[src/rtl/mrn_pkg.sv]
package mrn_pkg;
  typedef enum logic {
    SQ_IDLE = 1'b0,
    SQ_RUN  = 1'b1
  } sq_state_t;
endpackage

[src/rtl/mrn_cell.sv]
// One column of the network: loaded sample plus one stage of each chain.
module mrn_cell #(
  parameter int W = 4
) (
  input  logic         clk,
  input  logic         rst,
  input  logic         ld,
  input  logic         sh,
  input  logic [W-1:0] ld_val,
  input  logic [W-1:0] rin,   // from the column on the left (or the ring turn)
  input  logic [W-1:0] lin,   // from the column on the right (or the ring turn)
  output logic [W-1:0] ctr_q,
  output logic [W-1:0] rq,
  output logic [W-1:0] lq
);
  always_ff @(posedge clk) begin
    if (rst) begin
      ctr_q <= '0;
      rq    <= '0;
      lq    <= '0;
    end else if (ld) begin
      ctr_q <= ld_val;
      rq    <= ld_val;
      lq    <= ld_val;
    end else if (sh) begin
      rq <= rin;
      lq <= lin;
    end
  end
endmodule

[src/rtl/mrn_seq.sv]
// Stride sequencer: turns one step request into 2^octave single moves.
module mrn_seq
  import mrn_pkg::*;
#(
  parameter int OCTW = 2
) (
  input  logic            clk,
  input  logic            rst,
  input  logic            load_i,
  input  logic            step_i,
  input  logic [OCTW-1:0] oct_i,
  output logic            shift_o,
  output logic            valid_o,
  output logic            busy_o
);
  localparam int MAXSH = 1 << ((1 << OCTW) - 1);
  localparam int CNTW  = $clog2(MAXSH + 1);

  sq_state_t       state;
  logic [CNTW-1:0] rem;
  logic [CNTW-1:0] stride;
  logic            accept;

  assign stride  = {{(CNTW-1){1'b0}}, 1'b1} << oct_i;
  assign accept  = !load_i && (state == SQ_IDLE) && step_i;
  assign shift_o = !load_i && (accept || (state == SQ_RUN));
  assign busy_o  = (state == SQ_RUN);

  always_ff @(posedge clk) begin
    if (rst) begin
      state   <= SQ_IDLE;
      rem     <= '0;
      valid_o <= 1'b0;
    end else begin
      valid_o <= 1'b0;
      if (load_i) begin
        state   <= SQ_IDLE;
        rem     <= '0;
        valid_o <= 1'b1;
      end else if (accept) begin
        if (stride == {{(CNTW-1){1'b0}}, 1'b1}) begin
          valid_o <= 1'b1;
        end else begin
          state <= SQ_RUN;
          rem   <= stride - 1'b1;
        end
      end else if (state == SQ_RUN) begin
        rem <= rem - 1'b1;
        if (rem == {{(CNTW-1){1'b0}}, 1'b1}) begin
          valid_o <= 1'b1;
          state   <= SQ_IDLE;
        end
      end
    end
  end
endmodule

[src/rtl/mirror_route_net.sv]
module mirror_route_net #(
  parameter int NCOL = 8,
  parameter int W    = 4,
  parameter int OCTW = 2
) (
  input  logic                 clk,
  input  logic                 rst,
  input  logic                 load,
  input  logic [NCOL*W-1:0]    row_in,
  input  logic                 step,
  input  logic [OCTW-1:0]      octave,
  output logic [NCOL*W-1:0]    center_out,
  output logic [NCOL*W-1:0]    left_out,
  output logic [NCOL*W-1:0]    right_out,
  output logic                 out_valid,
  output logic                 busy
);
  localparam int LAST = NCOL - 1;

  logic         shift_act;
  logic [W-1:0] rch [NCOL];
  logic [W-1:0] lch [NCOL];
  logic [W-1:0] ctr [NCOL];

  mrn_seq #(.OCTW(OCTW)) u_seq (
    .clk     (clk),
    .rst     (rst),
    .load_i  (load),
    .step_i  (step),
    .oct_i   (octave),
    .shift_o (shift_act),
    .valid_o (out_valid),
    .busy_o  (busy)
  );

  for (genvar j = 0; j < NCOL; j++) begin : g_col
    logic [W-1:0] rin;
    logic [W-1:0] lin;
    if (j == 0) begin : g_lturn
      assign rin = lch[0];          // left edge: leftward chain turns right
    end else begin : g_rlink
      assign rin = rch[j-1];
    end
    if (j == LAST) begin : g_rturn
      assign lin = rch[LAST];       // right edge: rightward chain turns left
    end else begin : g_llink
      assign lin = lch[j+1];
    end

    mrn_cell #(.W(W)) u_cell (
      .clk    (clk),
      .rst    (rst),
      .ld     (load),
      .sh     (shift_act),
      .ld_val (row_in[j*W +: W]),
      .rin    (rin),
      .lin    (lin),
      .ctr_q  (ctr[j]),
      .rq     (rch[j]),
      .lq     (lch[j])
    );

    assign center_out[j*W +: W] = ctr[j];
    assign left_out[j*W +: W]   = rch[j];
    assign right_out[j*W +: W]  = lch[j];
  end
endmodule

[config.mk]
export PLATFORM = sky130hd
export DESIGN_NAME = mirror_route_net
export DESIGN_NICKNAME = d
export VERILOG_FILES = /design/src/rtl/mrn_pkg.sv /design/src/rtl/mrn_cell.sv /design/src/rtl/mrn_seq.sv /design/src/rtl/mirror_route_net.sv
export SDC_FILE = /design/constraint.sdc
export NUM_CORES = 1
export LEC_CHECK = 0
export BUFFER_PORTS_ARGS = -buffer_cell sky130_fd_sc_hd__buf_2
export CORE_UTILIZATION = 50
export DETAILED_ROUTE_END_ITERATION = 10
export GPL_TIMING_DRIVEN = 0
export PLACE_DENSITY = 0.85
export RECOVER_POWER = 50
export SLEW_MARGIN = 20
export SYNTH_ARGS = -nofsm -noshare
export SYNTH_HDL_FRONTEND = slang
export SYNTH_SLANG_ARGS = --single-unit
[constraint.sdc]
create_clock -name clk -period 1.9 [get_ports clk]
set_input_delay 0.57 -clock clk [delete_from_list [all_inputs] [get_ports clk]]
set_output_delay 0.57 -clock clk [all_outputs]
set_load 0.01 [all_outputs]
==> out/qor.yml <==
slew_viol_final: 0
place_hpwl_um: 8950
drv_cap: 0
worstSkewPairLatency_ns: 0.36
cts_root_buffer: "clkbuf_8"
switchingPower_uw: 1380
whs_ns: 0.480
switching_share_pct: 29.7
die-area_mm2: 0.00963
cp_max_fo: 10
viasPerCell: 5.61
ioPinCount: 136
drt_iter0_drc: 246
clock_power_share_pct: 28.7
final_common_cell: "clkbuf_1"
cts_resized: 0
synth-seq-cells: 102
cts.path.max_buffers: 2
hold_path.class: "input pin to flip-flop"
drive_gt1_share_pct: 25.4
grt.overflow.total: 0
cp.arrival_ns: 1.96
tightest_slew_ns: 0.865
cts_setup_buffers: 0
nets: 614
worstSetupPathType: "flip-flop to flip-flop"
synth-async-reset-ratio_pct: 0
worstSetupEndpointType: "flip-flop"
gr-usage-all-layers_pct: 26.0
drc: 10
p_int_uw: 3270
fin_skew_ns: 0.0115
seqPwrFrac_pct: 52.2
synth_top_flop_cell: "dfxtp_1"
fmax_mhz: 572
cts_tree: "yes"
final_cells: 687
synth.distinct_cells: 29
power_uw: 4650
synth.avg_cell_area_um2: 10.7
cts_made_buffers: 9
dp_cells: 671
yosys_warnings: 0
wirelength_um: 12500
rsz0062_at_grt: "false"
num_rows: 34
diodes: 0
vias: 3856
clkTransAtPathRegs_ns: 0.09
gp_congestion: 0.827
powerDensity_mw_per_mm2: 850
start_util_pct: 52.2
synthCells: 430
grt_pass1_vias: 3826
synth_area_mm2: 0.00462
grt_max_degree: 16
fin_crit_ns: 1.75
drt-wirelength-per-cell_um: 18.2
ant_nets: 0
nFillCells: 773
first_pass_iters: 7
synth_seq_area_share_pct: 44.2
syn_nets: 470
crit_path_start_kind: "flip-flop"
io_buffers: 133
htree_levels: 3
hold_viol_final: 0
power_leakage_uw: 0.00236
die_h_um: 98.1
violations: "DRC"
relSlewSlack_pct: 42.3
antenna_found_initial: 0
peakVddDrop_uv: 351
synth_edf_count: 0
grt_first_pass_wirelength_um: 19600
dieWidth_um: 98.1
fp.coreArea_mm2: 0.00885
final_cell_mix: "clkbuf_1, dfxtp_1, nor2_1"
cts-hold-fix-buffers: 0
required_ns: 2.11
cts.sinks: 102
status: "finished with violations"
syn2layout_area_growth_pct: 18.5
post-route-period-util_pct: 92.1
comb_power_share_pct: 19.1
setup_viol: 0
## power groups by stage
stage               sequential (uW)  combinational, uW  clock, uW
floorplan                      2520                517          0
global placement               2460                895          0
detailed placement             2470                925          0
CTS                            2420                930       1360
global route                   2450                955       1420
finish                         2430                889       1340
## worst paths after layout
path,from,to,slack [ns],cells after the start
worst max-delay path,u_seq.busy_o,g_col[6].u_cell.rq[0],0.15,6
worst min-delay path,row_in[20],g_col[5].u_cell.ctr_q[0],0.48,3
worst max register to register,u_seq.busy_o,g_col[6].u_cell.rq[0],0.15,6
worst min register to register,g_col[5].u_cell.ctr_q[1],g_col[5].u_cell.ctr_q[1],0.50,2
## sequential cells by signal, indices dropped and copies added (netlist names)
signal and count:
g_col.u_cell.rq 32, g_col.u_cell.lq 32, u_seq.busy_o 1, g_col.u_cell.ctr_q 32
u_seq.rem 4, u_seq.valid_o 1
## synth_stat cells (all sizes together) (2+ instances only)
master  count  share of area, %
a21oi       4              0.43
nand2       2              0.16
mux2i      97                21
dfxtp     102                44
nand3b      2              0.32
nand2b      2              0.27
buf        27               4.0
inv         3              0.24
nor2       98               8.0
o21ai       2              0.22
clkbuf     11              0.89
ha          2              0.54
a211oi     64                17
## per-layer routing
layer  vias up  part of all wire (%)  GRT usage (%)
met5         -                     0              0
met4         0                   2.0           11.7
met3        20                   7.1           5.15
met2       169                    48           43.3
met1      1852                    43           32.7
li1       1815                     -              -
## final cells by class
cell class | count | area, um^2 | share of cell area (%)
multi-input combinational | 287 | 2320 | 42.5
sequential | 102 | 2040 | 37.3
timing repair buffer | 133 | 557 | 10.2
buffer | 38 | 220 | 4.02
clock buffer | 13 | 139 | 2.54
tap | 108 | 135 | 2.47
clock inverter | 3 | 45.0 | 0.823
inverter | 3 | 11.3 | 0.206
## stage by stage
| step | TNS (ns) | instance area, um^2 | utilization, % | setup slack [ns] |
|---|---|---|---|---|
| 6_report | 0 | 5470 | 61.9 | 0.151 |
| 2_1_floorplan | 0 | 4620 | - | 0.203 |
| 5_1_grt | 0 | 5470 | 61.9 | 0.137 |
| 3_3_place_gp | 0 | 5420 | 61.3 | 0.0103 |
| 4_1_cts | 0 | 5610 | 63.3 | 0.273 |
| 3_5_place_dp | -0.305 | 5420 | 61.3 | -0.0359 |
## cell families after synthesis
kind of cell	synth area share, %
buffers and inverters	5.17
DFF	44.2
muxes	21.0
and+or+nand+nor	9.80
AOI/OAI and AO/OA	19.1
adders and majority gates	0.541
xor gates and xnor gates	0.190
## critical path: stages (launching register included)
cell      delay (ns)
dfxtp_1         0.32
clkbuf_1        0.21
or3_1           0.45
buf_6           0.16
buf_4           0.19
nor2_1          0.19
a211oi_2        0.08
No activity file was read; power rests on OpenSTA's default activity.
